===== config.mk =====
export PLATFORM = sky130hd
export DESIGN_NAME = bcd_clock_core
export DESIGN_NICKNAME = d
export VERILOG_FILES = /design/src/rtl/bcd_clock_pkg.sv /design/src/rtl/bcd_clock_ctrl.sv /design/src/rtl/bcd_clock_dp.sv /design/src/rtl/bcd_alarm_unit.sv /design/src/rtl/bcd_clock_core.sv
export SDC_FILE = /design/constraint.sdc
export NUM_CORES = 1
export LEC_CHECK = 0
export ABC_AREA = 0
export BUFFER_PORTS_ARGS = -buffer_cell sky130_fd_sc_hd__buf_2
export CORE_MARGIN = 5
export CORE_UTILIZATION = 25
export CTS_CLUSTER_SIZE = 14
export DETAILED_ROUTE_END_ITERATION = 10
export SLEW_MARGIN = 10
export SYNTH_ARGS = -nofsm -noshare
export SYNTH_HDL_FRONTEND = slang
export SYNTH_HIERARCHICAL = 1
export SYNTH_SLANG_ARGS = --single-unit

===== constraint.sdc =====
create_clock -name clk -period 2.35 [get_ports clk]
set_input_delay 0.47 -clock clk [delete_from_list [all_inputs] [get_ports clk]]
set_output_delay 0.47 -clock clk [all_outputs]
set_load 0.03 [all_outputs]

===== src/rtl/bcd_clock_pkg.sv =====
package bcd_clock_pkg;

  localparam int FIELD_CNT = 7;
  localparam int ALM_CNT   = 3;

  localparam int IDX_SEC  = 0;
  localparam int IDX_MIN  = 1;
  localparam int IDX_HOUR = 2;
  localparam int IDX_DOW  = 3;
  localparam int IDX_DATE = 4;
  localparam int IDX_MON  = 5;
  localparam int IDX_YEAR = 6;
  localparam int IDX_CTRL = 7;
  localparam int IDX_ALM0 = 8;

  typedef struct packed {
    logic                 step;
    logic [FIELD_CNT-1:0] fieldWr;
    logic [ALM_CNT-1:0]   almWr;
    logic [7:0]           wdata;
  } clkStrobe_t;

  function automatic logic [7:0] fieldMask(input int idx);
    case (idx)
      IDX_SEC, IDX_MIN: return 8'h7F;
      IDX_HOUR:         return 8'hBF;
      IDX_DOW:          return 8'h07;
      IDX_DATE:         return 8'h3F;
      IDX_MON:          return 8'h1F;
      default:          return 8'hFF;
    endcase
  endfunction

  function automatic logic [7:0] almMask(input int idx);
    return (idx == 2) ? 8'h3F : 8'h7F;
  endfunction

  function automatic logic [7:0] bcdInc(input logic [7:0] v);
    if (v[3:0] == 4'd9) return {v[7:4] + 4'd1, 4'd0};
    return {v[7:4], v[3:0] + 4'd1};
  endfunction

  function automatic logic [7:0] lastDate(input logic [7:0] mon, input logic leap);
    case (mon)
      8'h02:                      return leap ? 8'h29 : 8'h28;
      8'h04, 8'h06, 8'h09, 8'h11: return 8'h30;
      default:                    return 8'h31;
    endcase
  endfunction

endpackage


===== src/rtl/bcd_clock_ctrl.sv =====
module bcd_clock_ctrl
  import bcd_clock_pkg::*;
#(
  parameter int ADDR_W    = 4,
  parameter bit RESET_RUN = 1'b0
) (
  input  logic              clk,
  input  logic              rstN,
  input  logic              tick,
  input  logic              regWe,
  input  logic [ADDR_W-1:0] regAddr,
  input  logic [7:0]        regWdata,
  output clkStrobe_t        strb,
  output logic              runQ
);

  logic [FIELD_CNT-1:0] fieldWr;
  logic [ALM_CNT-1:0]   almWr;
  logic                 ctrlWr;

  for (genvar i = 0; i < FIELD_CNT; i++) begin : g_fieldDec
    assign fieldWr[i] = regWe && (regAddr == ADDR_W'(i));
  end

  for (genvar i = 0; i < ALM_CNT; i++) begin : g_almDec
    assign almWr[i] = regWe && (regAddr == ADDR_W'(IDX_ALM0 + i));
  end

  assign ctrlWr = regWe && (regAddr == ADDR_W'(IDX_CTRL));

  always_ff @(posedge clk) begin
    if (!rstN)       runQ <= RESET_RUN;
    else if (ctrlWr) runQ <= regWdata[0];
  end

  assign strb = '{step:    tick && runQ && !regWe,
                  fieldWr: fieldWr,
                  almWr:   almWr,
                  wdata:   regWdata};

endmodule


===== src/rtl/bcd_clock_dp.sv =====
module bcd_clock_dp
  import bcd_clock_pkg::*;
(
  input  logic                       clk,
  input  logic                       rstN,
  input  clkStrobe_t                 strb,
  output logic [FIELD_CNT-1:0][7:0]  timeQ
);

  logic [7:0] secQ, minQ, hrQ, dowQ, dateQ, monQ, yrQ;
  logic [7:0] hrNext, h12Inc, h24Inc, dateLast;
  logic [6:0] yrBin;
  logic       hrDayCarry, leapYr;
  logic       cMin, cHr, cDay, cMon, cYr;

  assign h12Inc = bcdInc({3'b000, hrQ[4:0]});
  assign h24Inc = bcdInc({2'b00, hrQ[5:0]});

  always_comb begin
    hrNext     = hrQ;
    hrDayCarry = 1'b0;
    if (hrQ[7]) begin
      if (hrQ[4:0] == 5'h12) begin
        hrNext = {2'b10, hrQ[5], 5'h01};
      end else if (hrQ[4:0] == 5'h11) begin
        hrNext     = {2'b10, ~hrQ[5], 5'h12};
        hrDayCarry = hrQ[5];
      end else begin
        hrNext = {2'b10, hrQ[5], h12Inc[4:0]};
      end
    end else begin
      if (hrQ[5:0] == 6'h23) begin
        hrNext     = 8'h00;
        hrDayCarry = 1'b1;
      end else begin
        hrNext = {2'b00, h24Inc[5:0]};
      end
    end
  end

  assign yrBin    = 7'({yrQ[7:4], 3'b000}) + 7'({yrQ[7:4], 1'b0}) + 7'(yrQ[3:0]);
  assign leapYr   = (yrBin[1:0] == 2'b00);
  assign dateLast = lastDate(monQ, leapYr);

  assign cMin = strb.step && (secQ == 8'h59);
  assign cHr  = cMin && (minQ == 8'h59);
  assign cDay = cHr && hrDayCarry;
  assign cMon = cDay && (dateQ == dateLast);
  assign cYr  = cMon && (monQ == 8'h12);

  always_ff @(posedge clk) begin
    if (!rstN) begin
      secQ  <= 8'h00;
      minQ  <= 8'h00;
      hrQ   <= 8'h00;
      dowQ  <= 8'h01;
      dateQ <= 8'h01;
      monQ  <= 8'h01;
      yrQ   <= 8'h00;
    end else begin
      if (strb.fieldWr[IDX_SEC])  secQ <= strb.wdata & fieldMask(IDX_SEC);
      else if (strb.step)         secQ <= (secQ == 8'h59) ? 8'h00 : bcdInc(secQ);

      if (strb.fieldWr[IDX_MIN])  minQ <= strb.wdata & fieldMask(IDX_MIN);
      else if (cMin)              minQ <= (minQ == 8'h59) ? 8'h00 : bcdInc(minQ);

      if (strb.fieldWr[IDX_HOUR]) hrQ <= strb.wdata & fieldMask(IDX_HOUR);
      else if (cHr)               hrQ <= hrNext;

      if (strb.fieldWr[IDX_DOW])  dowQ <= strb.wdata & fieldMask(IDX_DOW);
      else if (cDay)              dowQ <= (dowQ == 8'h07) ? 8'h01 : dowQ + 8'h01;

      if (strb.fieldWr[IDX_DATE]) dateQ <= strb.wdata & fieldMask(IDX_DATE);
      else if (cDay)              dateQ <= (dateQ == dateLast) ? 8'h01 : bcdInc(dateQ);

      if (strb.fieldWr[IDX_MON])  monQ <= strb.wdata & fieldMask(IDX_MON);
      else if (cMon)              monQ <= (monQ == 8'h12) ? 8'h01 : bcdInc(monQ);

      if (strb.fieldWr[IDX_YEAR]) yrQ <= strb.wdata & fieldMask(IDX_YEAR);
      else if (cYr)               yrQ <= (yrQ == 8'h99) ? 8'h00 : bcdInc(yrQ);
    end
  end

  assign timeQ = {yrQ, monQ, dateQ, dowQ, hrQ, minQ, secQ};

endmodule


===== src/rtl/bcd_alarm_unit.sv =====
module bcd_alarm_unit
  import bcd_clock_pkg::*;
(
  input  logic                    clk,
  input  logic                    rstN,
  input  clkStrobe_t              strb,
  input  logic [7:0]              secQ,
  input  logic [7:0]              minQ,
  input  logic [7:0]              hrQ,
  output logic [ALM_CNT-1:0][7:0] almQ,
  output logic                    alarmHit
);

  logic stepped;
  logic eqNow;

  always_ff @(posedge clk) begin
    if (!rstN) begin
      almQ <= '0;
    end else begin
      for (int i = 0; i < ALM_CNT; i++) begin
        if (strb.almWr[i]) almQ[i] <= strb.wdata & almMask(i);
      end
    end
  end

  assign eqNow = (secQ == almQ[0]) && (minQ == almQ[1]) &&
                 (hrQ[5:0] == almQ[2][5:0]);

  always_ff @(posedge clk) begin
    if (!rstN) begin
      stepped  <= 1'b0;
      alarmHit <= 1'b0;
    end else begin
      stepped  <= strb.step;
      alarmHit <= stepped && eqNow;
    end
  end

endmodule


===== src/rtl/bcd_clock_core.sv =====
module bcd_clock_core
  import bcd_clock_pkg::*;
#(
  parameter int ADDR_W    = 4,
  parameter bit RESET_RUN = 1'b0
) (
  input  logic              clk,
  input  logic              rstN,
  input  logic              tick,
  input  logic              regWe,
  input  logic [ADDR_W-1:0] regAddr,
  input  logic [7:0]        regWdata,
  output logic [7:0]        regRdata,
  output logic              alarmHit
);

  clkStrobe_t                strb;
  logic                      runQ;
  logic [FIELD_CNT-1:0][7:0] timeQ;
  logic [ALM_CNT-1:0][7:0]   almQ;

  bcd_clock_ctrl #(.ADDR_W(ADDR_W), .RESET_RUN(RESET_RUN)) ctrl_i (
    .clk(clk), .rstN(rstN), .tick(tick), .regWe(regWe),
    .regAddr(regAddr), .regWdata(regWdata), .strb(strb), .runQ(runQ)
  );

  bcd_clock_dp dp_i (
    .clk(clk), .rstN(rstN), .strb(strb), .timeQ(timeQ)
  );

  bcd_alarm_unit alm_i (
    .clk(clk), .rstN(rstN), .strb(strb),
    .secQ(timeQ[IDX_SEC]), .minQ(timeQ[IDX_MIN]), .hrQ(timeQ[IDX_HOUR]),
    .almQ(almQ), .alarmHit(alarmHit)
  );

  always_comb begin
    regRdata = 8'h00;
    if (regAddr < ADDR_W'(FIELD_CNT))         regRdata = timeQ[regAddr[2:0]];
    else if (regAddr == ADDR_W'(IDX_CTRL))    regRdata = {7'b0, runQ};
    else if (regAddr == ADDR_W'(IDX_ALM0))    regRdata = almQ[0];
    else if (regAddr == ADDR_W'(IDX_ALM0 + 1)) regRdata = almQ[1];
    else if (regAddr == ADDR_W'(IDX_ALM0 + 2)) regRdata = almQ[2];
  end

endmodule


==> results of run 1 <==
==> flip-flops by register name, summed over array words and instances (netlist names) <==
| register | flops |
|---|---|
| dp_i/minQ | 8 |
| dp_i/dateQ | 8 |
| dp_i/yrQ | 8 |
| dp_i/dowQ | 8 |
| alm_i/alarmHit | 1 |
| ctrl_i/runQ | 1 |
| dp_i/hrQ | 7 |
| dp_i/secQ | 8 |
| alm_i/almQ | 20 |
| alm_i/stepped | 1 |
| dp_i/monQ | 8 |
==> stage by stage <==
stage	hold WS, ps	util	total power [mW]	std cells
CTS	384	0.321	3.46	1094
global route	407	0.330	3.58	1098
detailed placement	458	0.303	1.82	1076
finish	395	0.330	3.45	1098
global placement	465	0.303	1.82	1076
floorplan	435	-	1.67	700
==> cells by family after synthesis <==
kind of cell / after synthesis
AOI/OAI and AO/OA: 148
other: 2
and+or+nand+nor: 283
adders and majority gates: 18
buffers and inverters: 76
DFF: 78
muxes: 58
xor gates and xnor gates: 34
==> layer usage <==
| layer | global-route usage | vias to the layer above | wire length [um] |
|---|---|---|---|
| met5 | 0 | - | 0 |
| met4 | 0.0507 | 0 | 729 |
| met3 | 0.0282 | 46 | 1070 |
| met2 | 0.237 | 195 | 9160 |
| met1 | 0.191 | 2787 | 8860 |
| li1 | - | 2783 | - |
==> cell type report <==
type                    instances  share of cell area
multi-input cells             547               0.540
well taps                     285              0.0475
clock inverters                 5              0.0143
clock buffers                  11              0.0310
repair buffers                145               0.144
inverters                      27              0.0135
flip-flops and latches         78               0.209
==> cell usage in the layout (no fill, tap or decap), types with 16 or more instances in the layout <==
cell type | Yosys | routed
nor3_1 | 18 | 17
a21oi_1 | 28 | 27
o21ai_0 | 28 | 27
nand2_1 | 38 | 38
nor2_1 | 56 | 56
nor2b_1 | 35 | 35
mux2i_1 | 43 | 43
nand3_1 | 28 | 25
buf_2 | 7 | 19
ha_1 | 18 | 16
xor2_1 | 23 | 23
inv_1 | 26 | 24
nand4_1 | 17 | 17
dfxtp_1 | 78 | 73
buf_4 | 17 | 117
==> cells in the mapped netlist (8+ instances only) <==
library cell	number
nand2_1	38
a211oi_1	12
o22ai_1	8
xor2_1	23
xnor2_1	11
a21oi_1	28
nor3_1	18
nor4_1	8
o211ai_1	8
nand4_1	17
buf_4	17
nor2b_1	35
mux2i_1	43
nor2_1	56
a2bb2oi_1	8
nand2b_1	13
dfxtp_1	78
o21ai_0	28
inv_1	26
ha_1	18
nand3_1	28
clkbuf_1	18
or4_1	9
==> power groups by stage <==
stage | clock [mW] | sequential, mW | combinational, mW
3_3_place_gp | 0 | 1.40 | 0.421
6_report | 1.63 | 1.37 | 0.451
5_1_grt | 1.73 | 1.37 | 0.481
3_5_place_dp | 0 | 1.40 | 0.423
2_1_floorplan | 0 | 1.40 | 0.267
4_1_cts | 1.66 | 1.37 | 0.430
==> what timing repair did <==
item                                    CTS  global route
hold endpoints to repair                  0             0
endpoints found under the setup margin   19            24
resized for setup                        10            51
gates cloned                              0             1
pin swaps                                 4            13
setup buffers                             2             3
==> final timing paths <==
path	slack (ps)	startpoint	cells after the start	to
hold / removal	390	regWdata[7]	3	dp_i/hrQ[7]
hold reg to reg	460	alm_i/stepped	2	alm_i/alarmHit
setup / recovery	-0.2	dp_i/monQ[0]	9	dp_i/yrQ[4]
setup reg to reg	-0.2	dp_i/monQ[0]	9	dp_i/yrQ[4]
==> worst min-delay path, cell delays in order <==
cell and delay, ps:
buf_2 100, mux2i_1 60, nor2_1 70
==> key figures, run 1 <==
Floorplanning
  • Starting density of the core: 0.255
  • Total Die Area: 0.0263 sq mm
  • Boundary pin count: 25
  • Vertical die dimension: 162 um
  • Overall die width: 162 um
  • Area of the core: 0.0227 sq mm
  • Row cnt: 55

Timing
  • Final setup viols: 1
  • Worst slew margin: 0.655
  • Count of final max-slew check failures: 0
  • Post-route clock period utilization: 1.00
  • Fmax: 425 MHz
  • Final worst setup slack: -0.197 ps
  • Min cycle time layout: 2350 ps
  • Skew final: 12.0 ps
  • Fin. Hold Viols: 0
  • Sum Neg Setup Slack: -0.197 ps
  • Actual transition at the worst max-transition pin: 516 ps
  • Setup repair after global routing missed its margin: yes

Global routing
  • Vias in the first global route: 5356
  • Global Route Usage Sum: 0.145
  • Overall overflow remaining after global route: 0
  • Maximum number of pins on one net before global-route repair: 36
  • Global-route wire length before repair: 30200 um
  • Antenna violations before repair: 0

Job
  • Max-cap violations: 0

Drt
  • Antenna Violating Nets Remaining: 0
  • Detailed-router iteration count before antenna repair: 5
  • Final routed wire length divided by cell count: 18.0 um
  • Overall routed net length: 19800 um
  • Number of vias after detailed routing: 5811
  • Via density per instance: 5.29
  • Residual DRC: 0
  • 1st-iter DRT viols: 531

Placed design
  • HPWL reported at the end of detailed placement: 14700 um
  • Placed instance area: 0.00688 sq mm
  • Worst Setup Slack post-DPL: -282 ps
  • Placer's final routability congestion estimate: 0.903
  • Count of input and output buffers: 24

Synth
  • Adder-cell area share of the yosys netlist: 0.0389
  • Multiplexer area fraction after synthesis: 0.109
  • Library cell occupying the most area in the post-synthesis netlist: dfxtp_1
  • Compound-gate portion of the synthesized area: 0.179
  • Post-synthesis async set-or-reset flop share: 0
  • Number of enable flip-flop cells after synthesis: 0
  • Mean cell area of the mapped netlist: 8.32 sq um
  • Number of warnings issued by yosys: 6
  • Share of the synthesized area in the top cell type: 0.269
  • Most common flop cell mapped by yosys: dfxtp_1
  • Dominant combinational cell family by area after synthesis: simple AND/OR/NAND/NOR gates
  • Cells after synthesis: 697
  • Synth unique cells: 77
  • Post-synthesis xor/xnor area fraction: 0.0514
  • Area of the mapped netlist: 0.00580 sq mm
  • Seq/Total Area, Yosys: 0.269
  • Number of synthesized register bits: 78
  • Post-Synth Simple-Gate Area: 0.282
  • Ranking of synthesized cells by area: dfxtp_1 27%, mux2i_1 7.4%, ha_1 3.9%, nor2b_1 3.8%, nor2_1 3.6%

Power
  • Peak supply drop: 0.340 mV
  • Clock network fraction of total power: 0.472
  • Internal power: 2.57 mW
  • Switch share: 0.255
  • Fraction of power consumed by combinational cells: 0.131
  • Sequential group share of total power: 0.397
  • Net switching component of the power: 0.879 mW
  • Power per cell area: 460 mW/mm^2
  • Pleak: 2.92 nW

Layout
  • ANT cells: 0
  • Ratio of cells with drive above 1 in the final layout: 0.273
  • Post-route cell area: 0.00750 sq mm
  • P&R area growth vs syn: 29.4%
  • Combined flip-flop and latch cell area: 0.00157 sq mm
  • Layout fillers: 2379
  • Area of the multi-input gates: 0.00405 sq mm
  • Layout net count: 842

Clock tree
  • Master cell of the clock root buffer: clkbuf_16
  • CTS HTree Levels: 3
  • Number of clock sinks: 78
  • Clock tree from TritonCTS: yes
  • Later-pin clock latency in the skew report: 350 ps
  • Hold Buf Count CTS: 0
  • Maximum buffer depth of the clock tree: 2
  • Clock-pin slew on the worst setup and hold paths: 60 ps
  • Number of buffers created by CTS: 9

Setup path
  • Dominant cell type by count on the critical path: buf_6
  • Worst-path cell with the longest stage delay: o311ai_4
  • Buffers plus inverters on the worst setup path: 3
  • Data required time at the worst endpoint: 2590 ps
  • Critical Path Max Stage Delay: 450 ps
  • CP Capture Type: flip-flop
  • Kind of critical path: reg2reg
  • Startpoint Class: flip-flop
  • CP delay by family, top: compound AO/OA/AOI/OAI gates
  • Arrival time worst endpoint: 2590 ps
  • Maximum fanout count along the critical path: 5
  • Cells traversed along the worst timing path: buf_6 -> nor4bb_4 -> or2_1 -> o311ai_4 -> buf_4 -> nand4_1 -> buf_6 -> mux2i_1 -> a31o_2

Min path
  • Worst min-delay path category: in2reg

Run status
  • Status: finished, violations left
  • Violated checks: negative setup slack
(Power assumes the default switching activity.)
==> run 2: changes to the inputs <==
--- a/config.mk
+++ b/config.mk
@@ -9,8 +9,9 @@
 export BUFFER_PORTS_ARGS = -buffer_cell sky130_fd_sc_hd__buf_2
 export CORE_MARGIN = 5
 export CORE_UTILIZATION = 25
-export CTS_CLUSTER_SIZE = 14
+export CTS_CLUSTER_SIZE = 8
 export DETAILED_ROUTE_END_ITERATION = 10
+export REMOVE_ABC_BUFFERS = 1
 export SLEW_MARGIN = 10
 export SYNTH_ARGS = -nofsm -noshare
 export SYNTH_HDL_FRONTEND = slang
==> run 2 against run 1 <==
The flow still finishes with violations (negative setup slack). Wire length shrank 2.9%. Clock skew fell by 4.1 ps. Utilization down 0.47 points. First-iteration DRC count fell by 24%. Final cell count decreased by 0.55%. Sequential cell count unchanged. Non-clock buffer count down 6. Critical endpoint is now dp_i/dateQ[2]. Register-to-register slack barely moved. Count of clock-buffer cells in the layout is 1 higher. Highest routed layer unchanged. Critical path type unchanged.
==> key figures, run 2 (same netlist as run 1, synthesis figures left out) <==
Clock tree
  • CTS HTree Levels: 3 (unchanged)
  • Maximum buffer depth of the clock tree: 2 (unchanged)
  • Hold Buf Count CTS: 0 (unchanged)
  • Later-pin clock latency in the skew report: 350 ps (about the same)
  • Master cell of the clock root buffer: clkbuf_16 (unchanged)
  • Number of buffers created by CTS: 9 (unchanged)
  • Clock tree from TritonCTS: yes (unchanged)
  • Clock-pin slew on the worst setup and hold paths: 60 ps (about the same)
  • Number of clock sinks: 78 (unchanged)

Min path
  • Endpoint, Worst Hold: dp_i/hrQ[7] (unchanged)
  • Count of cells along the worst hold path: 3 (unchanged)
  • Worst min-delay path category: in2reg (unchanged)
  • Startpoint of the worst hold path: regWdata[7] (unchanged)

Setup path
  • Critical Path Max Stage Delay: 490 ps (was 450 ps)
  • End of the worst register-to-register path: dp_i/dateQ[2] (was dp_i/yrQ[4])
  • Cells traversed along the worst timing path: inv_1 -> ha_1 -> nor3b_2 -> buf_4 -> o21a_1 -> a2111o_2 -> buf_6 -> nand3_2 -> or4b_4 -> a21oi_2 (was buf_6 -> nor4bb_4 -> or2_1 -> o311ai_4 -> buf_4 -> nand4_1 -> buf_6 -> mux2i_1 -> a31o_2)
  • Worst-path cell with the longest stage delay: a2111o_2 (was o311ai_4)
  • Buffers plus inverters on the worst setup path: 3 (unchanged)
  • CP Capture Type: flip-flop (unchanged)
  • Startpoint Class: flip-flop (unchanged)
  • Arrival time worst endpoint: 2640 ps (was 2590 ps)
  • Maximum fanout count along the critical path: 4 (was 5)
  • Beginning of the critical path: dp_i/monQ[4] (was dp_i/monQ[0])
  • Reg2Reg Launch Point: dp_i/monQ[4] (was dp_i/monQ[0])
  • Setup slack of the worst register-to-register path: -10 ps (was -0.2 ps)
  • Kind of critical path: reg2reg (unchanged)
  • Worst R2R Path Depth: 10 (was 9)
  • Data required time at the worst endpoint: 2630 ps (was 2590 ps)
  • CP delay by family, top: simple AND/OR/NAND/NOR gates (was compound AO/OA/AOI/OAI gates)

Layout
  • Most common library cell in the layout ignoring fill and taps: buf_4 (unchanged)
  • P&R area growth vs syn: 27.6% (was 29.4%)
  • Layout net count: 835 (was 842)
  • Most frequent cells in the layout: 111 x buf_4, 69 x dfxtp_1, 55 x nor2_1 (was 117 x buf_4, 73 x dfxtp_1, 56 x nor2_1)
  • Ratio of cells with drive above 1 in the final layout: 0.258 (was 0.273)
  • Register ranked first by flip-flop count: alm_i/almQ (unchanged)
  • Flip-flop count of the largest register, all copies and words added: 20 (unchanged)
  • Post-route cell area: 0.00740 sq mm (was 0.00750 sq mm)
  • Util after Layout: 0.326 (was 0.330)

Floorplanning
  • Area of the core: 0.0227 sq mm (unchanged)
  • Boundary pin count: 25 (unchanged)
  • Vertical die dimension: 162 um (unchanged)
  • Total Die Area: 0.0263 sq mm (unchanged)
  • Overall die width: 162 um (unchanged)
  • Row cnt: 55 (unchanged)
  • Starting density of the core: 0.255 (unchanged)

Timing
  • Post-route clock period utilization: 1.00 (about the same)
  • Setup repair after global routing missed its margin: yes (unchanged)
  • Final worst setup slack: -10.6 ps (was -0.197 ps)
  • Final Hold Slack: 387 ps (was 395 ps)
  • Count of final max-slew check failures: 0 (unchanged)
  • Worst slew margin: 0.673 (was 0.655)
  • Min cycle time layout: 2360 ps (was 2350 ps)
  • Final setup viols: 1 (unchanged)
  • Fmax: 424 MHz (was 425 MHz)
  • Actual transition at the worst max-transition pin: 478 ps (was 516 ps)
  • Sum Neg Setup Slack: -10.6 ps (was -0.197 ps)
  • Skew final: 7.90 ps (was 12.0 ps)
  • Fin. Hold Viols: 0 (unchanged)

Global routing
  • Vias in the first global route: 5342 (was 5356)
  • Antenna violations before repair: 0 (unchanged)
  • Global Route Usage Sum: 0.146 (was 0.145)
  • Maximum number of pins on one net before global-route repair: 34 (was 36)
  • Overall overflow remaining after global route: 0 (unchanged)
  • Global-route wire length before repair: 30500 um (was 30200 um)

Job
  • Max-cap violations: 0 (unchanged)

Drt
  • Via density per instance: 5.26 (was 5.29)
  • 1st-iter DRT viols: 404 (was 531)
  • Residual DRC: 0 (unchanged)
  • Antenna Violating Nets Remaining: 0 (unchanged)
  • Detailed-router iteration count before antenna repair: 5 (unchanged)
  • Overall routed net length: 19200 um (was 19800 um)
  • Final routed wire length divided by cell count: 17.6 um (was 18.0 um)
  • Number of vias after detailed routing: 5743 (was 5811)

Run status
  • Status: finished, violations left (unchanged)
  • Violated checks: negative setup slack (unchanged)

Placed design
  • Placed instance area: 0.00685 sq mm (was 0.00688 sq mm)
  • HPWL reported at the end of detailed placement: 14600 um (was 14700 um)
  • Placer's final routability congestion estimate: 0.944 (was 0.903)
  • Worst Setup Slack post-DPL: -200 ps (was -282 ps)
  • Count of input and output buffers: 24 (unchanged)

Power
  • Pleak: 2.88 nW (was 2.92 nW)
  • Power per cell area: 451 mW/mm^2 (was 460 mW/mm^2)
  • Peak supply drop: 0.287 mV (was 0.340 mV)
run 2: changes by cell type in the layout (fill, tap and decap cells not counted), moves of 3 or more:
cell     delta
buf_4       -6
dfxtp_2     +3
o32ai_2     -3
dfxtp_1     -4
or4_1       +3
or4_4       -3
and3b_1     +3
and3b_2     -3
nor3b_2     +3
run 2: layout make-up:
class | count | area, sq um
antenna | 1 | 2.50
clock buffer | 12 | 246
clock inverter | 4 | 70.1
fill | 2398 | 15300
inverter | 27 | 101
multi-input combinational | 546 | 4000
sequential | 78 | 1580
tap | 285 | 357
timing repair buffer | 139 | 1040
run 2: where the power goes:
| group | switching (mW) | leakage, nW | internal [mW] |
|---|---|---|---|
| clock network | 0.564 | 0.157 | 0.957 |
| registers | 0.0235 | 0.634 | 1.34 |
| logic | 0.265 | 2.09 | 0.183 |
| total | 0.853 | 2.88 | 2.48 |
run 2: worst register-to-register path, stage by stage (launching register included):
cell	delay, ps
dfxtp_2	330
inv_1	50
ha_1	180
nor3b_2	170
buf_4	150
o21a_1	100
a2111o_2	490
buf_6	150
nand3_2	90
or4b_4	470
a21oi_2	130
run 2: worst max-delay path by stage:
stage                    endpoint  slack, ps  cells after the start
floorplan             dp_i/yrQ[3]       -240                      6
global placement      regRdata[7]       -160                      5
detailed placement   dp_i/monQ[3]       -200                      9
CTS                   regRdata[7]          2                      5
global route         dp_i/monQ[7]        -90                     10
finish              dp_i/dateQ[2]        -10                     10
run 2: what timing repair did:
action                     CTS  global route
setup endpoints to repair   26            30
resized for setup           20            31
pin swaps                    5            10
buffers inserted             2             1
hold endpoints to repair     0             0
run 2: metrics by stage:
stage | cells | total power [mW]
2_1_floorplan | 651 | 1.60
3_3_place_gp | 1072 | 1.81
3_5_place_dp | 1072 | 1.81
4_1_cts | 1090 | 3.35
5_1_grt | 1091 | 3.47
6_report | 1092 | 3.34
run 2: metal layers:
metal / global-route usage / routed length, um
met2: 0.227 / 8690
met4: 0.0684 / 756
met1: 0.193 / 8660
met3: 0.0297 / 1130
met5: 0 / 0
